--- src/rtl/sser_pkg.sv ---
package sser_pkg;
   localparam int CSEL_W = 3;
   localparam int CFG_W  = CSEL_W + 2;
   localparam logic [CSEL_W-1:0] CSEL_SLAVE = '1;

   typedef struct packed {
      logic              pol;
      logic              pha;
      logic [CSEL_W-1:0] csel;
   } sser_cfg_t;
endpackage

--- src/rtl/sser_ctrl_reg.sv ---
module sser_ctrl_reg
   import sser_pkg::*;
#(
   parameter int REG_W = 8
) (
   input  logic             clk,
   input  logic             rst_n,
   input  logic             we,
   input  logic [REG_W-1:0] wdata,
   input  logic             lock,
   output sser_cfg_t        cfg,
   output logic [REG_W-1:0] rdata
);
   localparam int PAD_W = REG_W - CFG_W;

   sser_cfg_t cfg_q;
   logic      unused_hi;

   assign unused_hi = ^wdata[REG_W-1:CFG_W];

   always_ff @(posedge clk or negedge rst_n) begin
      if (!rst_n)
         cfg_q <= '0;
      else if (we && !lock)
         cfg_q <= sser_cfg_t'(wdata[CFG_W-1:0]);
   end

   assign cfg   = cfg_q;
   assign rdata = {{PAD_W{1'b0}}, cfg_q};
endmodule

--- src/rtl/sser_clkgen.sv ---
module sser_clkgen
   import sser_pkg::*;
#(
   parameter int SYNC_STAGES = 2
) (
   input  logic              clk,
   input  logic              rst_n,
   input  logic              run,
   input  logic              pol,
   input  logic [CSEL_W-1:0] csel,
   input  logic              sck_in,
   output logic              edge_ev,
   output logic              sck_out,
   output logic              sck_oe
);
   localparam int DIV_W = (1 << CSEL_W) - 1;

   logic                   slave;
   logic [DIV_W-1:0]       half_m1;
   logic [DIV_W-1:0]       cnt_q;
   logic                   m_edge;
   logic                   sck_q;
   logic [SYNC_STAGES-1:0] sync_q;
   logic                   prev_q;
   logic                   ext_edge;

   assign slave   = (csel == CSEL_SLAVE);
   assign half_m1 = (DIV_W'(1) << csel) - DIV_W'(1);
   assign m_edge  = run && !slave && (cnt_q == half_m1);

   always_ff @(posedge clk or negedge rst_n) begin
      if (!rst_n)
         cnt_q <= '0;
      else if (!run || m_edge)
         cnt_q <= '0;
      else
         cnt_q <= cnt_q + DIV_W'(1);
   end

   always_ff @(posedge clk or negedge rst_n) begin
      if (!rst_n)
         sck_q <= 1'b1;
      else if (!run)
         sck_q <= ~pol;
      else if (m_edge)
         sck_q <= ~sck_q;
   end

   for (genvar i = 0; i < SYNC_STAGES; i++) begin : g_sync
      if (i == 0) begin : g_first
         always_ff @(posedge clk or negedge rst_n) begin
            if (!rst_n) sync_q[0] <= 1'b0;
            else        sync_q[0] <= sck_in;
         end
      end else begin : g_next
         always_ff @(posedge clk or negedge rst_n) begin
            if (!rst_n) sync_q[i] <= 1'b0;
            else        sync_q[i] <= sync_q[i-1];
         end
      end
   end

   always_ff @(posedge clk or negedge rst_n) begin
      if (!rst_n) prev_q <= 1'b0;
      else        prev_q <= sync_q[SYNC_STAGES-1];
   end

   assign ext_edge = sync_q[SYNC_STAGES-1] ^ prev_q;
   assign edge_ev  = slave ? (run && ext_edge) : m_edge;
   assign sck_out  = sck_q;
   assign sck_oe   = !slave;
endmodule

--- src/rtl/sser_shifter.sv ---
module sser_shifter #(
   parameter int DATA_W = 8
) (
   input  logic              clk,
   input  logic              rst_n,
   input  logic              start,
   input  logic              edge_ev,
   input  logic              pha,
   input  logic [DATA_W-1:0] tx_byte,
   input  logic              sdi,
   output logic              busy,
   output logic              done,
   output logic [DATA_W-1:0] rx_byte,
   output logic              sdo
);
   localparam int EDGE_W = $clog2(2 * DATA_W);
   localparam logic [EDGE_W-1:0] EDGE_LAST = EDGE_W'(2 * DATA_W - 1);

   logic [DATA_W-1:0] shreg_q;
   logic [DATA_W-1:0] shreg_nxt;
   logic [EDGE_W-1:0] ecnt_q;
   logic              samp_q;
   logic              dout_q;
   logic              busy_q;
   logic              done_q;
   logic [DATA_W-1:0] rx_q;
   logic              leading;
   logic              accept;

   assign accept    = start && !busy_q;
   assign leading   = !ecnt_q[0];
   assign shreg_nxt = {shreg_q[DATA_W-2:0], (pha ? sdi : samp_q)};

   always_ff @(posedge clk or negedge rst_n) begin
      if (!rst_n) begin
         shreg_q <= '0;
         ecnt_q  <= '0;
         samp_q  <= 1'b0;
         dout_q  <= 1'b0;
         busy_q  <= 1'b0;
         done_q  <= 1'b0;
         rx_q    <= '0;
      end else begin
         done_q <= 1'b0;
         if (accept) begin
            shreg_q <= tx_byte;
            ecnt_q  <= '0;
            busy_q  <= 1'b1;
         end else if (busy_q && edge_ev) begin
            ecnt_q <= ecnt_q + EDGE_W'(1);
            if (leading) begin
               if (pha) dout_q <= shreg_q[DATA_W-1];
               else     samp_q <= sdi;
            end else begin
               shreg_q <= shreg_nxt;
               if (ecnt_q == EDGE_LAST) begin
                  busy_q <= 1'b0;
                  done_q <= 1'b1;
                  rx_q   <= shreg_nxt;
               end
            end
         end
      end
   end

   assign busy    = busy_q;
   assign done    = done_q;
   assign rx_byte = rx_q;
   assign sdo     = pha ? dout_q : shreg_q[DATA_W-1];
endmodule

--- src/rtl/sser_engine.sv ---
module sser_engine
   import sser_pkg::*;
#(
   parameter int REG_W       = 8,
   parameter int DATA_W      = 8,
   parameter int SYNC_STAGES = 2
) (
   input  logic              clk,
   input  logic              rst_n,
   input  logic              cfg_we,
   input  logic [REG_W-1:0]  cfg_wdata,
   output logic [REG_W-1:0]  cfg_rdata,
   input  logic              start,
   input  logic [DATA_W-1:0] tx_byte,
   output logic [DATA_W-1:0] rx_byte,
   output logic              busy,
   output logic              done,
   input  logic              sck_in,
   output logic              sck_out,
   output logic              sck_oe,
   output logic              sdo,
   input  logic              sdi
);
   if (REG_W <= CFG_W) begin : g_bad_reg
      $error("REG_W must exceed the configuration field width");
   end
   if (DATA_W < 2) begin : g_bad_data
      $error("DATA_W must be at least 2");
   end
   if (SYNC_STAGES < 2) begin : g_bad_sync
      $error("SYNC_STAGES must be at least 2");
   end

   sser_cfg_t cfg;
   logic      edge_ev;

   sser_ctrl_reg #(.REG_W(REG_W)) u_reg (
      .clk   (clk),
      .rst_n (rst_n),
      .we    (cfg_we),
      .wdata (cfg_wdata),
      .lock  (busy),
      .cfg   (cfg),
      .rdata (cfg_rdata)
   );

   sser_clkgen #(.SYNC_STAGES(SYNC_STAGES)) u_clk (
      .clk     (clk),
      .rst_n   (rst_n),
      .run     (busy),
      .pol     (cfg.pol),
      .csel    (cfg.csel),
      .sck_in  (sck_in),
      .edge_ev (edge_ev),
      .sck_out (sck_out),
      .sck_oe  (sck_oe)
   );

   sser_shifter #(.DATA_W(DATA_W)) u_shift (
      .clk     (clk),
      .rst_n   (rst_n),
      .start   (start),
      .edge_ev (edge_ev),
      .pha     (cfg.pha),
      .tx_byte (tx_byte),
      .sdi     (sdi),
      .busy    (busy),
      .done    (done),
      .rx_byte (rx_byte),
      .sdo     (sdo)
   );
endmodule

--- config.mk ---
export PLATFORM = sky130hd
export DESIGN_NAME = sser_engine
export DESIGN_NICKNAME = d
export VERILOG_FILES = /design/src/rtl/sser_pkg.sv /design/src/rtl/sser_ctrl_reg.sv /design/src/rtl/sser_clkgen.sv /design/src/rtl/sser_shifter.sv /design/src/rtl/sser_engine.sv
export SDC_FILE = /design/constraint.sdc
export NUM_CORES = 1
export LEC_CHECK = 0
export BUFFER_PORTS_ARGS = -buffer_cell sky130_fd_sc_hd__buf_2
export CORE_ASPECT_RATIO = 1.2
export CORE_UTILIZATION = 58
export DETAILED_ROUTE_END_ITERATION = 8
export PLACE_DENSITY = 0.8
export SLEW_MARGIN = 10
export SYNTH_ARGS = -nofsm -noshare
export SYNTH_HDL_FRONTEND = slang
export SYNTH_SLANG_ARGS = --single-unit
--- constraint.sdc ---
create_clock -name clk -period 5.3 [get_ports clk]
set_input_delay 1.06 -clock clk [delete_from_list [all_inputs] [get_ports clk]]
set_output_delay 1.06 -clock clk [all_outputs]
set_load 0.05 [all_outputs]
==> results of run 1 <==
-- flip-flops by register name, indices dropped and copies added (netlist names) --
name and count:
u_clk.sck_out 1, u_clk.sync_q 2, u_shift.dout_q 1, u_shift.samp_q 1, u_shift.done 1, u_clk.cnt_q 7, u_shift.shreg_q 8, u_clk.prev_q 1
u_shift.ecnt_q 4, u_shift.busy 1, u_shift.rx_byte 8, u_reg.cfg 5
-- through the flow --
step	worst slack, ns	hold WS [ns]	power [mW]	cell area [µm²]	util [%]
after floorplan	2.110	0.3312	0.7703	2038	-
after global placement	2.071	0.3419	0.8224	2181	65.33
after detailed placement	1.954	0.3709	0.8485	2181	65.33
after CTS	1.934	0.3910	1.135	2310	69.19
after global routing	1.688	0.3976	1.199	2310	69.19
final	1.930	0.3866	1.126	2310	69.19
-- logic make-up after synthesis --
group | share of synthesized area [%]
AOI/OAI and AO/OA | 6.778
xor gates and xnor gates | 5.545
adders and majority gates | 1.849
buffers and inverters | 4.682
DFF | 49.35
muxes | 19.28
other | 0.1847
and+or+nand+nor | 12.32
-- final timing paths --
kind | cells after the start | endpoint | slack, ns
worst max-delay path | 9 | u_shift.rx_byte[3] | 1.93
worst min-delay path | 0 | u_clk.sync_q[1] | 0.39
worst max register to register | 9 | u_shift.rx_byte[3] | 1.93
worst min register to register | 0 | u_clk.sync_q[1] | 0.39
max in group asynchronous | 1 | u_shift.ecnt_q[2] | 3.88
min in group asynchronous | 1 | u_reg.cfg[1] | 0.88
-- layer usage --
metal	track usage (%)	up-vias
met1	24.39	636
met5	0	-
met4	12.20	0
met2	41.67	33
met3	5.825	4
li1	-	647
-- power by group through the flow --
stage / clock network (mW) / registers, mW / logic (mW)
2_1_floorplan: 0 / 0.495 / 0.275
3_3_place_gp: 0 / 0.489 / 0.334
3_5_place_dp: 0 / 0.499 / 0.350
4_1_cts: 0.289 / 0.494 / 0.352
5_1_grt: 0.301 / 0.508 / 0.390
6_report: 0.283 / 0.494 / 0.349
-- cell type report --
class                      count  area, µm²
clock buffer                   5      68.82
inverter                       3      11.26
fill                         270       1028
multi-input combinational    118      940.9
clock inverter                 2      60.06
timing repair buffer          36      180.2
tap                           37      46.29
sequential                    40       1002
-- worst max-delay path, stage by stage (launching register included) --
cell      delay (ns)
dfrtp_1         0.52
or3_1           0.42
ha_1            0.31
nor4b_2         0.25
a21oi_1         0.09
a311oi_1        0.30
o211ai_1        0.22
o31ai_4         0.51
nand2_2         0.28
mux2_2          0.34
-- cell usage after synthesis, drive strengths merged --
cell type	n	area [µm²]
nor4b	1	15.01
o21ai	4	20.02
a21oi	5	25.02
mux2i	5	50.05
ha	3	37.54
nand2b	3	18.77
and4	1	8.760
conb	1	3.750
inv	3	11.26
o22a	3	26.28
nand2	13	51.30
dfrtp	39	975.9
dfstp	1	26.28
nor2b	4	25.02
or3	1	6.260
o21a	1	7.510
o31ai	1	21.27
nand3	6	30.03
nor3	1	10.01
nor2	12	45.04
buf	10	71.31
nor3b	1	7.510
mux2	30	341.6
clkbuf	3	12.51
xnor2	7	61.31
a21o	1	7.510
and3	2	12.51
a311oi	1	8.760
o211ai	2	15.01
a31oi	1	6.260
nand3b	1	20.02
xor2	5	51.30
==> run metrics, run 1 <==
Logic pwr share 31.0%; switching component of the power 0.3785 mW; io pins 43; row count 23; CORE AREA 3338 µm²; clock tree from TritonCTS done; Antenna Violating Nets Remaining 0; largest voltage drop on the vdd net 366.0 µV; floorplan die height 66.82 µm; ratio of final minimum period to clock period 63.58%; largest driver fanout on the critical path 12; Mapped Cells 172; worst min-delay path startpoint u_clk.sync_q[0]; antenna violations before repair 0; average routed wire per standard cell 14.75 µm; post-layout net count 229; TNS Setup 0 ns; DR top layer met4; post-cts repair resize count 0; Post-CTS Hold Fix Bufs 0; number of pins exceeding their max-slew limit in the final report 0; Pre-antenna DRT Iters 5; Area Overhead vs Synth 13.74%; worst hold-check path type reg2reg; CP Launch Type flop; Clock Skew 0.004648 ns; largest net degree at the start of global routing 41; vias in the first global route 1,411; vias after detailed routing 1,320; part of the Yosys area used for sequential elements 49.35%; sort of element at the end of the critical path flop; mapped cell area 2031 µm²; tightest slew margin relative to the limit 42.90%; # port buffers 36; startpoint of the worst-slack reg-to-reg timing path u_reg.cfg[0]; number of diodes added for antenna fixing 0; width of the die 56.02 µm; detailed-route wire length on metal 1 1433 µm; final wirelength 3554 µm; internal power summed over all cells 0.7476 mW; highest-count cells in the layout ignoring fill and taps dfrtp_1 (39), buf_2 (36), mux2_2 (29); first-pass GRT wire length 6279 µm; type of the worst setup path reg2reg; 1st-iter DRT viols 26; clock edge transition at the registers on the reported setup and hold paths 0.07 ns; signal arrival time at the worst endpoint 3.55 ns; clock tree root driver cell clkbuf_8; die footprint 3743 µm²; clock sink count 40; count of endpoints failing setup in the final report 0; post-CTS setup buffer count 0; Required @ worst endpoint 5.48 ns; count of non-filler cells in the finished layout 241; total number of yosys warnings 0; clock network fraction of design power 25.1%; share of post-route cells with drive strength above 1 39.22%; RSZ-0062 raised after global routing no; WL met3 169 µm; clk_lat worst skew 0.29 ns; slew of the pin with the lowest slew margin 0.8565 ns; proportion of power drawn by flip-flops and latches 43.9%; outcome finished clean; DRC violations left 0; max-cap viol count 0; Pleak 1.136 nW; met2 WL post-DR 1888 µm; Sw Share 33.61%; placed cells 234; number of hold-slack violations in the final timing report 0; maximum root-to-sink buffer count 2; number of distinct library cells after synthesis 38; most frequent standard cell in the layout excluding fill and tap cells dfrtp_1; final estimated routing congestion in global placement 0.9134; Starting Density 60.83%; overflow left after global routing 0; CTS Buf Count 5; mean area per synthesized cell 11.81 µm²; total track usage 22.91%; cell area power density 487.5 nW/µm²; number of register bits inferred by synthesis 40; FMAX 296.7 MHz; Vias/cell 5.477; launch point of the worst path u_reg.cfg[0]; half-perimeter wire length after detailed placement 2650 µm; post-layout minimum cycle time 3.370 ns; H-tree levels 2
Note: power is estimated with default switching activity, not from simulation.
==> inputs of run 2 (changes only) <==
--- a/config.mk
+++ b/config.mk
@@ -5,11 +5,12 @@
 export SDC_FILE = /design/constraint.sdc
 export NUM_CORES = 1
 export LEC_CHECK = 0
+export ABC_AREA = 1
 export BUFFER_PORTS_ARGS = -buffer_cell sky130_fd_sc_hd__buf_2
 export CORE_ASPECT_RATIO = 1.2
-export CORE_UTILIZATION = 58
+export CORE_UTILIZATION = 49
 export DETAILED_ROUTE_END_ITERATION = 8
-export PLACE_DENSITY = 0.8
+export PLACE_DENSITY = 0.72
 export SLEW_MARGIN = 10
 export SYNTH_ARGS = -nofsm -noshare
 export SYNTH_HDL_FRONTEND = slang
==> constraint.sdc (replaced) <==
create_clock -name clk -period 3 [get_ports clk]
set_input_delay 0.6 -clock clk [delete_from_list [all_inputs] [get_ports clk]]
set_output_delay 0.6 -clock clk [all_outputs]
set_load 0.05 [all_outputs]
==> run metrics, run 2 <==
outcome finished clean; flop2flop setup slack 0.75 ns; antenna violations before repair 0; utilization of the core after routing 57.83%; primary flip-flop cell chosen by synthesis mapping dfrtp_1; mapped cell area 2036 µm²; clock edge transition at the registers on the reported setup and hold paths 0.07 ns; first-pass GRT wire length 6210 µm; Antenna Violating Nets Remaining 0; mean area per synthesized cell 8.309 µm²; Logic pwr share 47.3%; Worst Hold Path EP u_clk.sync_q[1]; number of distinct library cells after synthesis 31; clock tree root driver cell clkbuf_8; critical-path cell list nor2_2 > nand2_1 > ha_1 > nand3_1 > nand2_1 > o21bai_1 > nand2_1 > nor2_2 > nand2_2 > nand2_4 > nand3_4 > nand2_1 > o21ai_2; H-tree levels 2; half-perimeter wire length after detailed placement 2656 µm; number of pins exceeding their max-slew limit in the final report 0; count of non-filler cells in the finished layout 335; worst min-delay path startpoint u_clk.sync_q[0]; Critical R2R Capture u_shift.rx_byte[3]; Post-CTS Hold Fix Bufs 0; signal arrival time at the worst endpoint 2.42 ns; CORE AREA 3973 µm²; post-layout net count 305; Pleak 1.246 nW; Pre-antenna DRT Iters 4; max-cap viol count 0; largest driver fanout on the critical path 17; clk_lat worst skew 0.29 ns; number of enable flip-flop cells after synthesis 0; most frequent standard cell in the layout excluding fill and tap cells nand2_1; largest voltage drop on the vdd net 440.0 µV; Starting Density 51.24%; clock tree from TritonCTS done; most used standard cells in the synthesized netlist nand2_1 (68), dfrtp_1 (39), inv_1 (27), nor2_1 (17), nand3_1 (16); Post-synth ARST share 100.0%; post-CTS setup buffer count 0; share of post-route cells with drive strength above 1 22.78%; io pins 43; CTS Buf Count 5; worst hold-check path type reg2reg; total number of yosys warnings 0; depth of the worst hold-timing path 0; sort of element at the end of the critical path flop; number of hold-slack violations in the final timing report 0; overflow left after global routing 0; tightest slew margin relative to the limit 42.40%; leading cell type by number of instances after synthesis nand2_1; largest net degree at the start of global routing 41; Design Power 2.308 mW; top post-synthesis cells by area dfrtp_1 (48%), nand2_1 (13%), inv_1 (5.0%); number of diodes added for antenna fixing 0; Vias/cell 4.764; number of register bits inferred by synthesis 40; DR top layer met4; count of endpoints failing setup in the final report 0; Clock Skew 0.008621 ns; slew of the pin with the lowest slew margin 0.8639 ns; type of the worst setup path reg2reg; DRC violations left 0; Area Overhead vs Synth 12.85%; number of cells traversed by the worst register-to-register path 13; post-layout minimum cycle time 2.245 ns; Required @ worst endpoint 3.17 ns; row count 25; post-cts repair resize count 0; internal power summed over all cells 1.234 mW; highest cell delay on the worst timing path 0.47 ns; proportion of power drawn by flip-flops and latches 38.1%; WL met3 106 µm; Fill cells 390; maximum root-to-sink buffer count 2; total track usage 19.29%; vias in the first global route 1,506; leading area contributor after synthesis dfrtp_1; clock network fraction of design power 14.6%; Top cell by count, worst path nand2_1; detailed-route wire length on metal 1 1510 µm; # port buffers 36; hold slack 0.3673 ns; 1st-iter DRT viols 58; top cell type's share of synthesized area 47.94%; cell area power density 1005 nW/µm²; startpoint of the worst-slack reg-to-reg timing path u_reg.cfg[1]; Mapped Cells 245; floorplan die height 72.61 µm; CP Launch Type flop; FMAX 445.4 MHz; width of the die 60.84 µm; highest-count cells in the layout ignoring fill and taps nand2_1 (68), dfrtp_1 (39), buf_2 (36); final estimated routing congestion in global placement 0.7642; average routed wire per standard cell 10.59 µm; final wirelength 3549 µm; part of the Yosys area used for sequential elements 49.23%; Sw Share 46.54%; die footprint 4417 µm²; placed cells 327; ratio of final minimum period to clock period 74.84%; met2 WL post-DR 1854 µm; TNS Setup 0 ns; RSZ-0062 raised after global routing no; CP max stage cell dfrtp_1; vias after detailed routing 1,596; switching component of the power 1.074 mW; clock sink count 40
-- run 2: kinds of logic after synthesis --
kind of cell,synth area share (%)
AOI/OAI and AO/OA,11.92
xor gates and xnor gates,2.152
adders and majority gates,1.844
buffers and inverters,9.219
DFF,49.23
muxes,0.5531
other,0.1842
and+or+nand+nor,24.89
-- run 2: layer usage --
metal,GRT usage (%),vias to the layer above
li1,-,836
met2,31.99,25
met3,5.851,6
met5,0,-
met1,21.99,729
met4,10.10,0
-- run 2: worst max-delay path by stage --
stage                 start  cells after the start                 end  slack [ns]
6_report       u_reg.cfg[1]                     13  u_shift.rx_byte[3]        0.75
5_1_grt        u_reg.cfg[1]                     15  u_shift.rx_byte[3]        0.48
2_1_floorplan  u_reg.cfg[2]                     15  u_shift.rx_byte[6]        0.69
4_1_cts        u_reg.cfg[1]                     15  u_shift.rx_byte[3]        0.73
3_5_place_dp   u_reg.cfg[1]                     15  u_shift.rx_byte[0]        0.74
3_3_place_gp   u_reg.cfg[1]                     15  u_shift.rx_byte[0]        0.74
-- run 2: through the flow --
step | instance area [µm²] | worst slack [ns]
after CTS | 2297 | 0.7335
after global placement | 2216 | 0.7431
final | 2297 | 0.7548
after detailed placement | 2216 | 0.7434
after floorplan | 2043 | 0.6913
after global routing | 2297 | 0.4776
-- run 2: power by group through the flow --
stage | clock network, mW | registers, mW | logic [mW]
after floorplan | 0 | 0.979 | 0.822
after global placement | 0 | 0.885 | 1.08
after detailed placement | 0 | 0.892 | 1.11
after CTS | 0.349 | 0.883 | 1.11
after global routing | 0.368 | 0.907 | 1.26
final | 0.337 | 0.880 | 1.09
-- run 2: layout make-up --
type                       instances  area [µm²]  share of cell area [%]
clock buffer                       7       76.32                   3.322
clock inverter                     1       5.005                  0.2179
inverter                          30       112.6                   4.902
multi-input combinational        167       853.3                   37.15
sequential                        40        1002                   43.63
tap                               54       67.56                   2.941
timing repair buffer              36       180.2                   7.843
-- run 2: critical path: cells and delay by family, from the launching register on --
family | cells | cell delay, ns
fa+ha+maj | 1 | 0.25
flops | 1 | 0.47
compound gates | 2 | 0.17
simple gates | 10 | 1.22
==> inputs of run 3 (changes only) <==
==> constraint.sdc (replaced) <==
create_clock -name clk -period 1.9 [get_ports clk]
set_input_delay 0.38 -clock clk [delete_from_list [all_inputs] [get_ports clk]]
set_output_delay 0.38 -clock clk [all_outputs]
set_load 0.05 [all_outputs]
==> run metrics, run 3 (synthesized netlist as in run 2, its figures left out) <==
antenna violations before repair 0; switching component of the power 1.928 mW; worst hold-check path type in2async; share of post-route cells with drive strength above 1 36.54%; final estimated routing congestion in global placement 0.8419; Sw Share 46.40%; total track usage 21.18%; final wirelength 4175 µm; floorplan die height 72.61 µm; type of the worst setup path reg2reg; Logic pwr share 52.4%; number of cells traversed by the worst register-to-register path 14; vias in the first global route 1,621; width of the die 60.84 µm; DRC violations left 0; highest-count cells in the layout ignoring fill and taps nand2_1 (58), buf_2 (36), dfrtp_1 (36); cell area power density 1602 nW/µm²; CP max stage cell dfrtp_2; Starting Density 51.24%; clock tree root driver cell clkbuf_8; CTS Buf Count 5; internal power summed over all cells 2.227 mW; 1st-iter DRT viols 79; largest driver fanout on the critical path 5; clock network fraction of design power 13.7%; Fill cells 356; failing checks setup timing; H-tree levels 2; number of diodes added for antenna fixing 0; signal arrival time at the worst endpoint 2.16 ns; maximum root-to-sink buffer count 2; overflow left after global routing 0; number of pins exceeding their max-slew limit in the final report 0; footprint of the flip-flops and latches 1006 µm²; average routed wire per standard cell 11.76 µm; ratio of final minimum period to clock period 104.5%; row count 25; largest net degree at the start of global routing 29; count of endpoints failing setup in the final report 23; slew of the pin with the lowest slew margin 0.5948 ns; Pleak 1.348 nW; tightest slew margin relative to the limit 60.35%; outcome complete, but fails checks; Critical R2R Capture u_shift.samp_q; highest cell delay on the worst timing path 0.44 ns; die footprint 4417 µm²; TNS Setup -0.9892 ns; clock tree from TritonCTS done; vias after detailed routing 1,714; Top Family by Delay on Critical Path simple AND/OR/NAND/NOR gates; proportion of power drawn by flip-flops and latches 33.9%; slack of the critical path -0.08572 ns; sort of element at the end of the critical path flop; number of hold-slack violations in the final timing report 0; Clock Skew 0.006638 ns; max-cap viol count 0; post-layout minimum cycle time 1.986 ns; flop2flop setup slack -0.09 ns; clock edge transition at the registers on the reported setup and hold paths 0.07 ns; launch point of the worst path u_reg.cfg[0]; startpoint of the worst-slack reg-to-reg timing path u_reg.cfg[0]; count of non-filler cells in the finished layout 355; RSZ-0062 raised after global routing yes; Antenna Violating Nets Remaining 0; Required @ worst endpoint 2.07 ns; clk_lat worst skew 0.29 ns; first-pass GRT wire length 6810 µm; half-perimeter wire length after detailed placement 2911 µm; post-layout net count 325; placed cells 342; clock sink count 40; io pins 43; Area Overhead vs Synth 27.41%; CP Launch Type flop; critical-path cell list nor2_4 > nand2_2 > ha_4 > or2_4 > nand3_2 > nor2_2 > nand2_1 > nor2_2 > nand2_2 > nand2_4 > buf_6 > nand3_2 > nand2_1 > o21ai_1; FMAX 503.6 MHz; most frequent standard cell in the layout excluding fill and tap cells nand2_1; Buf+Inv Stages, Crit Path 1; CORE AREA 3973 µm²; # port buffers 36; multi-input combinational cell area 989.7 µm²; Vias/cell 4.828; largest voltage drop on the vdd net 907.5 µV; Pre-antenna DRT Iters 4
-- run 3: changes by cell type in the layout (fill, tap and decap cells not counted), moves of 3 or more --
cell,before,now
buf_4,0,16
dfrtp_1,39,36
dfrtp_2,0,3
nand2_1,68,58
nand2_2,2,11
nand3_1,16,11
nand3_2,1,6
nor2_1,17,14
-- run 3: through the flow --
stage	power [mW]	setup slack, ns	cell area [µm²]	hold slack (ns)	utilization [%]
detailed placement	3.424	-0.1476	2382	0.3484	59.97
CTS	4.091	-0.06999	2532	0.09656	63.75
finish	4.156	-0.08572	2594	0.09382	65.29
global route	4.500	-0.2612	2594	0.1340	65.29
global placement	3.359	-0.1013	2382	0.3426	59.97
floorplan	2.944	-0.2269	2105	0.08441	-
-- run 3: area by class of cell --
| type | count | area share [%] |
|---|---|---|
| Timing Repair Buffer | 54 | 12.45 |
| Tap cell | 54 | 2.605 |
| Multi-Input combinational cell | 169 | 38.16 |
| Inverter | 30 | 4.534 |
| Clock buffer | 8 | 3.473 |
| Sequential cell | 40 | 38.78 |
-- run 3: what timing repair did --
| action | CTS | global route |
|---|---|---|
| buffers inserted | 1 | 2 |
| gates cloned | 2 | 0 |
| endpoints found under the setup margin | 24 | 32 |
| pin swaps | 11 | 7 |
| gates resized for setup | 10 | 14 |
| hold buffers | 0 | 0 |
-- run 3: per-layer routing --
| metal | up-vias | share of wire (%) | track usage (%) |
|---|---|---|---|
| met5 | - | 0 | 0 |
| met4 | 0 | 1.6 | 9.091 |
| met3 | 6 | 2.5 | 3.191 |
| met2 | 26 | 55 | 38.10 |
| met1 | 794 | 41 | 24.38 |
| li1 | 888 | - | - |
-- run 3: worst max-delay path by stage --
stage / endpoint / slack [ns] / cells past startpoint
floorplan: u_shift.rx_byte[6] / -0.23 / 15
global placement: u_shift.rx_byte[0] / -0.10 / 14
detailed placement: u_shift.rx_byte[2] / -0.15 / 14
CTS: u_shift.samp_q / -0.07 / 15
global route: u_shift.samp_q / -0.26 / 14
finish: u_shift.samp_q / -0.09 / 14
-- run 3: power by group through the flow --
stage	sequential (mW)	combinational, mW	clock, mW
after floorplan	1.57	1.37	0
after global placement	1.38	1.98	0
after detailed placement	1.40	2.03	0
after CTS	1.40	2.10	0.596
after global routing	1.44	2.44	0.612
final	1.41	2.18	0.570
